===== config.mk =====
export PLATFORM = sky130hd
export DESIGN_NAME = uart_diag_router
export DESIGN_NICKNAME = d
export VERILOG_FILES = /design/src/rtl/uart_diag_pkg.sv /design/src/rtl/uart_diag_mode_ctrl.sv /design/src/rtl/uart_diag_echo_retimer.sv /design/src/rtl/uart_diag_path_gate.sv /design/src/rtl/uart_diag_router.sv
export SDC_FILE = /design/constraint.sdc
export NUM_CORES = 1
export LEC_CHECK = 0
export ABC_AREA = 1
export BUFFER_PORTS_ARGS = -buffer_cell sky130_fd_sc_hd__buf_2
export CORE_ASPECT_RATIO = 0.9
export CORE_MARGIN = 1
export CORE_UTILIZATION = 35
export CTS_BUF_LIST = sky130_fd_sc_hd__clkbuf_8
export CTS_CLUSTER_DIAMETER = 200
export DETAILED_ROUTE_END_ITERATION = 10
export PLACE_DENSITY_LB_ADDON = 0.1
export SLEW_MARGIN = 20
export SYNTH_ARGS = -nofsm -noshare
export SYNTH_HDL_FRONTEND = slang
export SYNTH_SLANG_ARGS = --single-unit

===== constraint.sdc =====
create_clock -name clk -period 1.8 [get_ports clk]
set_input_delay 0.36 -clock clk [delete_from_list [all_inputs] [get_ports clk]]
set_output_delay 0.36 -clock clk [all_outputs]
set_load 0.01 [all_outputs]

===== src/rtl/uart_diag_pkg.sv =====
package uart_diag_pkg;
  typedef enum logic [1:0] {
    MODE_NORMAL = 2'b00,
    MODE_ECHO   = 2'b01,
    MODE_LOCAL  = 2'b10,
    MODE_REMOTE = 2'b11
  } diag_mode_e;
endpackage


===== src/rtl/uart_diag_mode_ctrl.sv =====
module uart_diag_mode_ctrl
  import uart_diag_pkg::*;
(
  input  logic       clk,
  input  logic       rst_n,
  input  logic       wr_valid,
  input  logic [1:0] wr_mode,
  input  logic       rx_idle,
  input  logic       tx_idle,
  output diag_mode_e mode_q,
  output logic       pend_q
);
  logic [1:0] pend_mode_q;
  logic       both_idle;

  assign both_idle = rx_idle && tx_idle;

  always_ff @(posedge clk) begin
    if (!rst_n) begin
      mode_q      <= MODE_NORMAL;
      pend_q      <= 1'b0;
      pend_mode_q <= 2'b00;
    end else if (wr_valid) begin
      pend_q      <= 1'b1;
      pend_mode_q <= wr_mode;
    end else if (pend_q && both_idle) begin
      mode_q <= diag_mode_e'(pend_mode_q);
      pend_q <= 1'b0;
    end
  end


  mode_idle_only_chk: assert property (@(posedge clk) disable iff (!rst_n)
    !$stable(mode_q) |-> $past(both_idle));


  pend_apply_chk: assert property (@(posedge clk) disable iff (!rst_n)
    (pend_q && both_idle && !wr_valid) |=> !pend_q);


  pend_hold_chk: assert property (@(posedge clk) disable iff (!rst_n)
    (pend_q && !both_idle) |=> (pend_q && $stable(mode_q)));
endmodule


===== src/rtl/uart_diag_echo_retimer.sv =====
module uart_diag_echo_retimer #(
  parameter int SYNC_STAGES = 2
) (
  input  logic clk,
  input  logic rst_n,
  input  logic rxd_async,
  input  logic rx_tick,
  output logic rxd_sync,
  output logic echo_bit
);
  localparam int LAST = SYNC_STAGES - 1;

  logic [LAST:0] sync_q;
  logic          echo_q;

  always_ff @(posedge clk) begin
    if (!rst_n) sync_q <= '1;
    else        sync_q <= {sync_q[LAST-1:0], rxd_async};
  end

  always_ff @(posedge clk) begin
    if (!rst_n)       echo_q <= 1'b1;
    else if (rx_tick) echo_q <= sync_q[LAST];
  end

  assign rxd_sync = sync_q[LAST];
  assign echo_bit = echo_q;


  echo_hold_chk: assert property (@(posedge clk) disable iff (!rst_n)
    !rx_tick |=> $stable(echo_bit));


  echo_capture_chk: assert property (@(posedge clk) disable iff (!rst_n)
    rx_tick |=> (echo_bit == $past(rxd_sync)));
endmodule


===== src/rtl/uart_diag_path_gate.sv =====
module uart_diag_path_gate
  import uart_diag_pkg::*;
#(
  parameter int DATA_W = 8
) (
  input  logic              clk,
  input  logic              rst_n,
  input  diag_mode_e        mode,
  input  logic              rxd_sync,
  input  logic              echo_bit,
  input  logic              tx_ser,
  input  logic              tx_bit_tick,
  input  logic              rx_bit_tick,
  input  logic              tx_core_idle,
  input  logic              tx_core_rdy,
  input  logic              rx_par_err_in,
  input  logic              rx_frm_err_in,
  output logic              txd_pin,
  output logic              rx_core_ser,
  output logic              rx_core_tick,
  output logic              rx_par_chk_en,
  output logic              rx_frm_chk_en,
  output logic              par_err_flag,
  output logic              frm_err_flag,
  output logic              tx_rdy_flag,
  output logic              tx_idle_flag,
  input  logic              cpu_tx_valid,
  output logic              cpu_tx_ready,
  input  logic [DATA_W-1:0] cpu_tx_data,
  output logic              txc_valid,
  input  logic              txc_ready,
  output logic [DATA_W-1:0] txc_data,
  input  logic              rxc_valid,
  output logic              rxc_ready,
  input  logic [DATA_W-1:0] rxc_data,
  output logic              cpu_rx_valid,
  input  logic              cpu_rx_ready,
  output logic [DATA_W-1:0] cpu_rx_data
);
  logic is_echo, is_local, is_remote, is_retx;

  always_comb begin
    is_echo   = (mode == MODE_ECHO);
    is_local  = (mode == MODE_LOCAL);
    is_remote = (mode == MODE_REMOTE);
    is_retx   = is_echo || is_remote;

    txd_pin      = is_local ? 1'b1 : (is_retx ? echo_bit : tx_ser);
    rx_core_ser  = is_local ? tx_ser : rxd_sync;
    rx_core_tick = is_local ? tx_bit_tick : rx_bit_tick;

    cpu_tx_ready = txc_ready && !is_echo;
    txc_valid    = cpu_tx_valid && !is_echo;
    txc_data     = cpu_tx_data;
    tx_rdy_flag  = tx_core_rdy && !is_echo;
    tx_idle_flag = tx_core_idle && !is_echo;

    cpu_rx_valid  = rxc_valid && !is_remote;
    rxc_ready     = cpu_rx_ready || is_remote;
    cpu_rx_data   = rxc_data;
    par_err_flag  = rx_par_err_in && !is_remote;
    frm_err_flag  = rx_frm_err_in && !is_remote;
    rx_par_chk_en = !is_remote;
    rx_frm_chk_en = !is_remote;
  end


  echo_tx_block_chk: assert property (@(posedge clk) disable iff (!rst_n)
    (mode == MODE_ECHO) |-> (!cpu_tx_ready && !txc_valid && !tx_rdy_flag && !tx_idle_flag));


  remote_rx_drop_chk: assert property (@(posedge clk) disable iff (!rst_n)
    (mode == MODE_REMOTE) |-> (!cpu_rx_valid && rxc_ready && !par_err_flag && !frm_err_flag));


  local_mark_chk: assert property (@(posedge clk) disable iff (!rst_n)
    (mode == MODE_LOCAL) |-> (txd_pin && rx_core_ser == tx_ser));
endmodule


===== src/rtl/uart_diag_router.sv =====
module uart_diag_router
  import uart_diag_pkg::*;
#(
  parameter int DATA_W      = 8,
  parameter int SYNC_STAGES = 2
) (
  input  logic              clk,
  input  logic              rst_n,
  input  logic              mode_wr_valid,
  input  logic [1:0]        mode_wr_data,
  output logic [1:0]        mode_active,
  output logic              mode_pending,
  input  logic              rxd_pin,
  output logic              txd_pin,
  input  logic              tx_ser,
  input  logic              tx_bit_tick,
  input  logic              tx_core_idle,
  input  logic              tx_core_rdy,
  input  logic              rx_bit_tick,
  input  logic              rx_core_idle,
  output logic              rx_core_ser,
  output logic              rx_core_tick,
  input  logic              rx_par_err_in,
  input  logic              rx_frm_err_in,
  output logic              rx_par_chk_en,
  output logic              rx_frm_chk_en,
  output logic              par_err_flag,
  output logic              frm_err_flag,
  output logic              tx_rdy_flag,
  output logic              tx_idle_flag,
  input  logic              cpu_tx_valid,
  output logic              cpu_tx_ready,
  input  logic [DATA_W-1:0] cpu_tx_data,
  output logic              txc_valid,
  input  logic              txc_ready,
  output logic [DATA_W-1:0] txc_data,
  input  logic              rxc_valid,
  output logic              rxc_ready,
  input  logic [DATA_W-1:0] rxc_data,
  output logic              cpu_rx_valid,
  input  logic              cpu_rx_ready,
  output logic [DATA_W-1:0] cpu_rx_data
);
  diag_mode_e mode_q;
  logic       rxd_sync, echo_bit;

  uart_diag_mode_ctrl u_ctrl (
    .clk      (clk),
    .rst_n    (rst_n),
    .wr_valid (mode_wr_valid),
    .wr_mode  (mode_wr_data),
    .rx_idle  (rx_core_idle),
    .tx_idle  (tx_core_idle),
    .mode_q   (mode_q),
    .pend_q   (mode_pending)
  );

  uart_diag_echo_retimer #(.SYNC_STAGES(SYNC_STAGES)) u_retime (
    .clk       (clk),
    .rst_n     (rst_n),
    .rxd_async (rxd_pin),
    .rx_tick   (rx_bit_tick),
    .rxd_sync  (rxd_sync),
    .echo_bit  (echo_bit)
  );

  uart_diag_path_gate #(.DATA_W(DATA_W)) u_gate (
    .clk           (clk),
    .rst_n         (rst_n),
    .mode          (mode_q),
    .rxd_sync      (rxd_sync),
    .echo_bit      (echo_bit),
    .tx_ser        (tx_ser),
    .tx_bit_tick   (tx_bit_tick),
    .rx_bit_tick   (rx_bit_tick),
    .tx_core_idle  (tx_core_idle),
    .tx_core_rdy   (tx_core_rdy),
    .rx_par_err_in (rx_par_err_in),
    .rx_frm_err_in (rx_frm_err_in),
    .txd_pin       (txd_pin),
    .rx_core_ser   (rx_core_ser),
    .rx_core_tick  (rx_core_tick),
    .rx_par_chk_en (rx_par_chk_en),
    .rx_frm_chk_en (rx_frm_chk_en),
    .par_err_flag  (par_err_flag),
    .frm_err_flag  (frm_err_flag),
    .tx_rdy_flag   (tx_rdy_flag),
    .tx_idle_flag  (tx_idle_flag),
    .cpu_tx_valid  (cpu_tx_valid),
    .cpu_tx_ready  (cpu_tx_ready),
    .cpu_tx_data   (cpu_tx_data),
    .txc_valid     (txc_valid),
    .txc_ready     (txc_ready),
    .txc_data      (txc_data),
    .rxc_valid     (rxc_valid),
    .rxc_ready     (rxc_ready),
    .rxc_data      (rxc_data),
    .cpu_rx_valid  (cpu_rx_valid),
    .cpu_rx_ready  (cpu_rx_ready),
    .cpu_rx_data   (cpu_rx_data)
  );

  assign mode_active = mode_q;


  reset_mark_chk: assert property (@(posedge clk)
    !rst_n |=> (mode_active == 2'b00 && !mode_pending && txd_pin));
endmodule


## Word-level counts from Yosys, hierarchy flattened

Cells that the tools add are included.

| storage, ports and cells | value |
|---|---|
| bits in registers | 8 |
| bits of input ports | 34 |

| operators by class | value |
|---|---|
| equality and inequality tests | 3 |
| muxes and demuxes | 6 |
| bitwise logic cells | 1 |
| reductions and logical operators | 15 |

Operators with widths:

| kind | count |
|---|---|
| 1-bit logical AND | 9 |
| 1-bit two-way mux | 6 |
| 2-bit == test (second input constant) | 2 |
| 2-bit by 1-bit == test with 1-bit output (second input constant) | 1 |
| 1-bit zero test | 2 |
| 1-bit logical OR | 2 |
| 2-bit AND reduction | 1 |
| 2-bit nonzero test | 1 |
| 1-bit inverter | 1 |

## Logic depth before layout (Yosys ltp)

Gate-level depths: netlist of the first run.

| logic depth | value |
|---|---|
| depth in word-level cells | 4 |
| depth in mapped cells | 5 |

## By module

From an unflattened synthesis of the first run, not the netlist that was laid out.

| unflattened totals | value |
|---|---|
| cell total of the unflattened synthesis | 82 |
| area, all modules | 545.5 um^2 |

By module, submodules not included:

| module | instances | cells each | area an instance (um^2) | seq. area each (um^2) |
|---|---|---|---|---|
| uart_diag_path_gate | 1 | 43 | 244.0 | 0.0 |
| uart_diag_mode_ctrl | 1 | 28 | 202.7 | 100.1 |
| uart_diag_echo_retimer | 1 | 11 | 98.8 | 60.1 |

## Worst setup path after synthesis of the first run

Ideal clock, no wire load.

| path | value |
|---|---|
| path kind | register -> output |
| from | register u_ctrl.mode_q[0] |
| to | output port rxc_ready |
| arrival | 903 ps |
| data required time | 1440 ps |
| path slack | 537 ps |
| stages on the path, launching flop included | 4 |
| buffers on the path | 0 |
| cells stage by stage | dfxtp_1 -> nand2_1 -> inv_1 -> or2_1 |

| between the ends | value |
|---|---|
| longest elaborated chain between the ends | 2 |

RTL lines:

| element | RTL line | source |
|---|---|---|
| start, declared | uart_diag_mode_ctrl.sv:10 | `output diag_mode_e mode_q,` |
| start signal, assigned | uart_diag_mode_ctrl.sv:27 | `mode_q <= diag_mode_e'(pend_mode_q);` |
| 2-bit == test | uart_diag_path_gate.sv:45 | `is_remote = (mode == MODE_REMOTE);` |
| 1-bit logical OR | uart_diag_path_gate.sv:59 | `rxc_ready = cpu_rx_ready \|\| is_remote;` |
| end, declared | uart_diag_router.sv:38 | `output logic rxc_ready,` |

No other way between the ends.

## Worst setup path after layout of the first run

| path | value |
|---|---|
| from | register u_ctrl.mode_q[1] |
| to | output port rx_core_ser |

| between the ends | value |
|---|---|
| longest elaborated chain between the ends | 2 |

RTL lines:

| element | RTL line | source |
|---|---|---|
| 2-bit == test | uart_diag_path_gate.sv:44 | `is_local = (mode == MODE_LOCAL);` |
| 1-bit two-way mux | uart_diag_path_gate.sv:49 | `rx_core_ser = is_local ? tx_ser : rxd_sync;` |
| end, declared | uart_diag_router.sv:21 | `output logic rx_core_ser,` |

No other way between the ends.

==> results of run 1 <==
[stage by stage]
step / power (W) / cell area (um^2)
2_1_floorplan: 0.000274 / 536
3_3_place_gp: 0.000277 / 592
3_5_place_dp: 0.000277 / 592
4_1_cts: 0.000498 / 633
5_1_grt: 0.000520 / 633
6_report: 0.000486 / 633
[synthesized netlist by cell type (all sizes together)]
| library cell | number |
|---|---|
| buf | 17 |
| inv | 14 |
| nand2 | 9 |
| nor2 | 9 |
| dfxtp | 8 |
| o21ai | 5 |
| a21boi | 4 |
| a21oi | 4 |
| or2 | 4 |
| nand3 | 2 |
| o211ai | 1 |
[flip-flops by register name (all words and copies together), names as in the netlist]
name and count:
u_retime.sync_q 2, u_retime.echo_bit 1, u_ctrl.pend_mode_q 2, u_ctrl.pend_q 1, u_ctrl.mode_q 2
[worst max-delay path, cell delays in order (launching register included)]
cell and delay [ns]:
dfxtp_1 0.37, inv_2 0.07, or2_4 0.26, nand2_1 0.09, o21ai_2 0.05, buf_2 0.13
[routing by layer]
| metal | up-vias | wire length [um] |
|---|---|---|
| met5 | - | 0 |
| met4 | 0 | 28 |
| met3 | 4 | 120 |
| met2 | 35 | 418 |
| met1 | 199 | 450 |
| li1 | 261 | - |
[logic make-up (layout without fill, tap and decap cells)]
logic type,Yosys count,in the layout,synth area share
flops,8,8,0.299
simple gates,24,24,0.196
buf+inv,31,50,0.336
compound gates,14,14,0.168
[power breakdown]
part            total, W  leakage (nW)  switching [W]  internal [W]
sequential      0.000193        0.0661     0.00000540      0.000187
clock           0.000213        0.0216      0.0000685      0.000145
combinational  0.0000803         0.276      0.0000401     0.0000402
total           0.000486         0.364       0.000114      0.000372
[final timing paths]
check                           from                  to  depth (start not counted)
setup / recovery    u_ctrl.mode_q[1]         rx_core_ser                          5
setup reg to reg       u_ctrl.pend_q    u_ctrl.mode_q[0]                          5
hold / removal               rxd_pin  u_retime.sync_q[0]                          2
hold reg to reg   u_retime.sync_q[0]  u_retime.sync_q[1]                          1
[area by class of cell]
cell class,instances,area (um^2)
fill,165,798
multi-input combinational,38,195
timing repair buffer,33,165
sequential,8,160
inverter,14,52.6
clock buffer,3,41.3
tap,15,18.8
==> metrics.yaml, run 1 <==
synth_area_leaders: "dfxtp_1, buf_4, inv_1"
final_common_cell: "buf_2"
clockBufferDepth: 2
dp.cells: 108
grt.total_usage: 0.112
holdCritPathClass: "input port to register"
power_density_mw_per_mm2: 768
grt_pass1_vias: 333
layout_common_cells: "buf_2, inv_1, nand2_1, nor2_1, dfxtp_1"
ios: 66
clockRootBuffer: "clkbuf_8"
drcViolationCount: 0
cts_tree: "built"
antenna_cells: 0
use_met3: 0.0374
start_util: 0.374
drt_iter0_drc: 14
yosysSeqAreaShare: 0.299
slew_headroom: 0.827
critPathMaxFanout: 5
status: "finished, final reports clean"
synthToLayoutAreaGrowth_pct: 18.2
grt_overflow: 0
whs_ns: 0.316
finalSetupViolCount: 0
ctsHoldBuffers: 0
ant_nets: 0
post-route-period-util: 0.862
yosysTopAreaCell: "dfxtp_1"
cts-htree-levels: 1
drive_gt1_frac: 0.448
place.gp.congestion: 0.721
synth_top_cell_area_share: 0.299
cp-start-kind: "register"
grt_max_degree: 11
end_kind: "output pin"
final_util: 0.442
hold_viol: 0
synth.avg_cell_area_um2: 6.95
vias: 499
via_per_inst: 4.50
path_clk_slew_ns: 0.04
wl_per_cell_um: 9.16
drt_pass1_iterations: 4
worstPathArrival_ns: 1.19
netlist_instances: 77
cts_setup_buffers: 0
fin_nets: 132
pre_cts_ws_ns: 0.496
grt_pass1_wl_um: 1320
postLayoutSetupSlackWorst_ns: 0.249
met2_usage: 0.164
synth_cell_types: 15
numCtsBuffers: 3
grt.busiest_layer: "met2"
final.setup.tns_ns: 0
core_mm2: 0.00143
num_rows: 13
path_class: "register to output pin"
ys_ff_latch: 8
fin_cells: 111
post_cts_resize_count: 0
slew_viol_final: 0
cp.required_ns: 1.44
synth_nets: 111
cts.sinks: 8
dp_hpwl_um: 808
r2r_slack_ns: 0.95
synth_area_um2: 536
clk_latency_ns: 0.23
fin_worst_skew_ns: 0.000117
period_needed_ns: 1.55
io_buffers: 33
drv_cap: 0
dieHeight_um: 39.1
rsz0062_at_grt: "false"
die_x_um: 43.2
totalWireLength_um: 1020
worstMarginPinSlew_ns: 0.259
antenna_found_initial: 0
dieArea_mm2: 0.00169
vdd.ir_drop.worst_mv: 0.400
yosysWarnings: 0
power_leakage_nw: 0.364
grtUsageMet1: 0.130
fmax_ghz: 0.645
Power figures use the tool's default switching activity.
==> run 2: changes to the inputs <==
--- a/config.mk
+++ b/config.mk
@@ -9,8 +9,8 @@
 export BUFFER_PORTS_ARGS = -buffer_cell sky130_fd_sc_hd__buf_2
 export CORE_ASPECT_RATIO = 0.9
 export CORE_MARGIN = 1
-export CORE_UTILIZATION = 35
-export CTS_BUF_LIST = sky130_fd_sc_hd__clkbuf_8
+export CORE_UTILIZATION = 34
+export CTS_BUF_LIST = sky130_fd_sc_hd__clkbuf_16
 export CTS_CLUSTER_DIAMETER = 200
 export DETAILED_ROUTE_END_ITERATION = 10
 export PLACE_DENSITY_LB_ADDON = 0.1
==> metrics.yaml, run 2 (synthesis results as in run 1) <==
wl_per_cell_um: 9.62  # +5.0%
grt_overflow: 0  # unchanged
drcViolationCount: 7  # +7
place.gp.congestion: 0.690  # -4.3%
clkPwrFrac: 0.576  # +0.138
ctsHoldBuffers: 0  # unchanged
drt_iter0_drc: 8  # -6
fin_worst_skew_ns: 0.00261  # +0.00249 ns
cpPeakStageDelay_ns: 0.38  # about the same
grt_pass1_wl_um: 1450  # +9.4%
p_sw_w: 0.000133  # +17%
path_clk_slew_ns: 0.04  # about the same
vias: 488  # -2.2%
cts.sinks: 8  # unchanged
totalWireLength_um: 1070  # +5.0%
core_mm2: 0.00146  # +2.3%
layout.area.seq_um2: 160  # unchanged
drt_pass1_iterations: 6  # +2
power_density_mw_per_mm2: 971  # +26%
start_util: 0.366  # -0.00831
fin_nets: 132  # unchanged
dp_hpwl_um: 876  # +8.5%
pre_cts_ws_ns: 0.483  # -0.0120 ns
post-route-period-util: 0.871  # +0.00960
cp.required_ns: 1.44  # about the same
worstMarginPinSlew_ns: 0.264  # +0.00464 ns
end_kind: "output pin"
clockBufferDepth: 2  # unchanged
grt.total_usage: 0.121  # +0.00938
path_buf_inv: 2  # unchanged
final.setup.tns_ns: 0  # unchanged
pwr-share-seq: 0.298  # -0.099
switching_share: 0.206  # -0.0285
critPathMaxFanout: 5  # unchanged
path_class: "register to output pin"
cp-start-kind: "register"
antenna_cells: 0  # unchanged
numCtsBuffers: 3  # unchanged
period_needed_ns: 1.57  # +0.0173 ns
status: "finished, violations left"
grt_max_degree: 11  # unchanged
largestRegisters: "u_ctrl.mode_q x2, u_ctrl.pend_mode_q x2, u_retime.sync_q x2"
dieHeight_um: 39.7  # +1.4%
dieArea_mm2: 0.00174  # +2.8%
postLayoutSetupSlackWorst_ns: 0.231  # -0.0173 ns
path_cells: "inv_2 > or2_4 > nand2_1 > o21ai_2 > buf_2"
cts_tree: "built"
whs_path_depth: 2  # unchanged
via_per_inst: 4.40  # -2.2%
drive_gt1_frac: 0.448  # unchanged
ios: 66  # unchanged
grt_pass1_vias: 363  # +9.0%
clockRootBuffer: "clkbuf_16"
vdd.ir_drop.worst_mv: 0.535  # +34%
antenna_found_initial: 0  # unchanged
fillers: 159  # -3.6%
cts-htree-levels: 1  # unchanged
hold_viol: 0  # unchanged
die_x_um: 43.8  # +1.4%
post_cts_resize_count: 0  # unchanged
slew_headroom: 0.824  # -0.00310
holdCritPathClass: "input port to register"
finalSetupViolCount: 0  # unchanged
rr_worst_depth: 5  # unchanged
synthToLayoutAreaGrowth_pct: 24.5
rsz0062_at_grt: "false"
critPathSlowestCell: "dfxtp_1"
worstPathArrival_ns: 1.21  # +0.02 ns
violations: "design-rule violations"
layout_common_cells: "buf_2, inv_1, nand2_1, nor2_1, dfxtp_1"
cts_setup_buffers: 0  # unchanged
final_common_cell: "buf_2"
multi_input_area_um2: 195  # unchanged
cp_num_cells: 5  # unchanged
crit_family: "flip-flops"
num_rows: 13  # unchanged
drv_cap: 0  # unchanged
ant_nets: 0  # unchanged
clk_latency_ns: 0.23  # about the same
slew_viol_final: 0  # unchanged
power.combinational.fraction: 0.126  # -0.039
p_int_w: 0.000514  # +38%
power_leakage_nw: 0.379  # +4.2%
fmax_ghz: 0.638  # -1.1%
io_buffers: 33  # unchanged
## run 2: worst register-to-register path, cell delays in order, from the launching register on
cell     delay [ns]
dfxtp_1        0.36
inv_1          0.05
nor2_1         0.11
nand3_1        0.08
nand2_1        0.06
nor2_1         0.03
## run 2: area by class of cell
type                            instances  area share
Inverter                               14      0.0788
Sequential cell                         8       0.240
Timing Repair Buffer                   33       0.248
Tap cell                               15      0.0281
Clock buffer                            3       0.113
Multi-Input combinational cell         38       0.293
## run 2: metrics by stage
stage                     instance area, um^2  hold WS (ns)  utilization  cells  total power, W
after floorplan                           536         0.393            -     77        0.000274
after global placement                    592         0.406        0.404    108        0.000277
after detailed placement                  592         0.398        0.404    108        0.000278
after CTS                                 667         0.313        0.456    111        0.000654
after global routing                      667         0.314        0.456    111        0.000672
final                                     667         0.314        0.456    111        0.000648
## run 2: worst paths after layout
check             slack [ns]          startpoint                  to
setup / recovery        0.23    u_ctrl.mode_q[1]         rx_core_ser
setup reg to reg        1.00       u_ctrl.pend_q    u_ctrl.mode_q[0]
hold reg to reg         0.41  u_retime.sync_q[0]  u_retime.sync_q[1]
hold / removal          0.31             rxd_pin  u_retime.sync_q[0]
## run 2: per-layer routing
layer / global-route usage / share of wire
met5: 0 / 0
met2: 0.183 / 0.44
met4: 0.0938 / 0.020
met3: 0.0507 / 0.14
met1: 0.136 / 0.40
## run 2: power by group through the flow
stage / registers, W / clock network, W / logic, W
2_1_floorplan: 0.000196 / 0 / 0.0000778
3_3_place_gp: 0.000196 / 0 / 0.0000815
3_5_place_dp: 0.000196 / 0 / 0.0000823
4_1_cts: 0.000193 / 0.000379 / 0.0000827
5_1_grt: 0.000194 / 0.000387 / 0.0000917
6_report: 0.000193 / 0.000373 / 0.0000815
==> run 3: changes to the inputs <==
--- a/config.mk
+++ b/config.mk
@@ -9,7 +9,7 @@
 export BUFFER_PORTS_ARGS = -buffer_cell sky130_fd_sc_hd__buf_2
 export CORE_ASPECT_RATIO = 0.9
 export CORE_MARGIN = 1
-export CORE_UTILIZATION = 34
+export CORE_UTILIZATION = 31
 export CTS_BUF_LIST = sky130_fd_sc_hd__clkbuf_16
 export CTS_CLUSTER_DIAMETER = 200
 export DETAILED_ROUTE_END_ITERATION = 10
==> constraint.sdc (replaced) <==
create_clock -name clk -period 1.5 [get_ports clk]
set_input_delay 0.3 -clock clk [delete_from_list [all_inputs] [get_ports clk]]
set_output_delay 0.3 -clock clk [all_outputs]
set_load 0.01 [all_outputs]
==> metrics.yaml, run 3 (synthesis results as in run 1) <==
power_leakage_nw: 0.380  # +0.24%
min-delay-start: "rxd_pin"
grtUsageMet1: 0.128  # -0.00787
cts_tree: "built"
r2r_start: "u_ctrl.pend_q"
worstPathArrival_ns: 1.15  # -0.06 ns
io_buffers: 33  # unchanged
path_clk_slew_ns: 0.04  # about the same
critPathSlowestCell: "dfxtp_2"
dieArea_mm2: 0.00190  # +9.2%
r2r_slack_ns: 0.69  # -0.31 ns
pwr-share-seq: 0.300  # +0.002
synthToLayoutAreaGrowth_pct: 27.1
ios: 66  # unchanged
cts.sinks: 8  # unchanged
dieHeight_um: 41.4  # +4.5%
grt.total_usage: 0.118  # -0.00352
via_per_inst: 4.14  # -5.7%
rr_worst_depth: 5  # unchanged
power_density_mw_per_mm2: 1140  # +17%
dp_hpwl_um: 891  # +1.7%
final.setup.tns_ns: 0  # unchanged
clk_latency_ns: 0.23  # about the same
antenna_found_initial: 0  # unchanged
antenna_cells: 0  # unchanged
p_int_w: 0.000617  # +20%
pre_cts_ws_ns: 0.258  # -0.226 ns
fmax_ghz: 0.690
fin_cells: 118  # +6.3%
period_needed_ns: 1.45
num_rows: 13  # unchanged
path_cells: "inv_2 > or2_4 > nand2_1 > o21ai_2 > buf_2"
drt_iter0_drc: 5  # -3
vias: 489  # +0.20%
drv_cap: 0  # unchanged
hold_viol: 0  # unchanged
met2_usage: 0.180  # -0.00284
drive_gt1_frac: 0.479  # +0.0313
final_common_cell: "buf_2"
postLayoutSetupSlackWorst_ns: 0.0512  # -0.180 ns
grt_pass1_vias: 397  # +9.4%
power.combinational.fraction: 0.128  # +0.002
cp-start-kind: "register"
slew_headroom: 0.886  # +0.0622
clockBufferDepth: 2  # unchanged
place.gp.congestion: 0.720  # +4.3%
fin_worst_skew_ns: 0.00331  # +0.000701 ns
worstMarginPinSlew_ns: 0.169  # -0.0945 ns
holdCritPathClass: "input port to register"
die_x_um: 45.8  # +4.5%
grt_pass1_wl_um: 1590  # +9.9%
drt_pass1_iterations: 3  # -3
holdPathEnd: "u_retime.sync_q[0]"
cts_setup_buffers: 0  # unchanged
slew_viol_final: 0  # unchanged
rsz0062_at_grt: "false"
finalSetupViolCount: 0  # unchanged
start_util: 0.350  # -0.0156
vdd.ir_drop.worst_mv: 0.734  # +37%
grt_overflow: 0  # unchanged
rr_endpoint: "u_ctrl.mode_q[1]"
core_mm2: 0.00153  # +4.4%
clockRootBuffer: "clkbuf_16"
numCtsBuffers: 3  # unchanged
layout_common_cells: "buf_2, inv_1, nor2_1, nand2_1, dfxtp_1"
critPathMaxFanout: 5  # unchanged
path_class: "register to output pin"
largestRegisters: "u_ctrl.mode_q x2, u_ctrl.pend_mode_q x2, u_retime.sync_q x2"
whs_path_depth: 2  # unchanged
post-route-period-util: 0.966
cp.required_ns: 1.20  # -0.24 ns
grt_max_degree: 11  # unchanged
cts-htree-levels: 1  # unchanged
ant_nets: 0  # unchanged
drcViolationCount: 0  # -7
fin_nets: 132  # unchanged
p_sw_w: 0.000155  # +17%
wl_per_cell_um: 9.29  # -3.5%
switching_share: 0.201  # -0.00482
clkPwrFrac: 0.572  # -0.004
cpPeakStageDelay_ns: 0.34  # -0.04 ns
dp.cells: 115  # +6.5%
totalWireLength_um: 1100  # +2.6%
status: "finished, final reports clean"
grt.busiest_layer: "met2"
use_met3: 0.0522  # +0.00148
end_kind: "output pin"
[run 3: per-stage QoR]
| step | power [W] | hold slack, ns | util | instance area, um^2 |
|---|---|---|---|---|
| global route | 0.000807 | 0.262 | 0.445 | 681 |
| floorplan | 0.000329 | 0.393 | - | 536 |
| global placement | 0.000333 | 0.401 | 0.393 | 601 |
| finish | 0.000773 | 0.256 | 0.445 | 681 |
| detailed placement | 0.000334 | 0.407 | 0.393 | 601 |
| CTS | 0.000782 | 0.254 | 0.442 | 676 |
[run 3: worst max-delay path: cells and delay by family, from the launching register on]
kind	cells	cell delay, ns
compound gates	1	0.05
buf+inv	2	0.19
flops	1	0.34
simple gates	2	0.34
[run 3: power groups by stage]
stage	registers, W	logic [W]	clock network (W)
floorplan	0.000235	0.0000934	0
global placement	0.000235	0.0000982	0
detailed placement	0.000235	0.0000989	0
CTS	0.000232	0.0000994	0.000451
global route	0.000234	0.000112	0.000462
finish	0.000232	0.0000985	0.000442
[run 3: repair_timing]
item / CTS / global route
setup endpoints to repair: 0 / 7
gates resized for setup: 0 / 3
hold buffers: 0 / 0
[run 3: area by class of cell]
| class | instances | area (um^2) |
|---|---|---|
| multi-input combinational | 38 | 198 |
| sequential | 8 | 163 |
| clock buffer | 3 | 75.1 |
| tap | 22 | 27.5 |
| fill | 185 | 848 |
| inverter | 14 | 52.6 |
| timing repair buffer | 33 | 165 |
[run 3: worst max path at each step]
stage	cells past startpoint	end	slack (ns)	startpoint
final	5	rx_core_ser	0.05	u_ctrl.mode_q[1]
after global routing	4	rx_core_tick	0.01	u_ctrl.mode_q[1]
after CTS	5	rx_core_ser	0.004	u_ctrl.mode_q[1]
after detailed placement	5	rx_core_ser	0.26	u_ctrl.mode_q[1]
after global placement	4	rxc_ready	0.25	u_ctrl.mode_q[0]
after floorplan	3	rxc_ready	0.30	u_ctrl.mode_q[0]
[run 3: routing by layer]
layer	routed length [um]	share of wire
met1	462	0.42
met2	461	0.42
met3	144	0.13
met4	27	0.025
met5	0	0
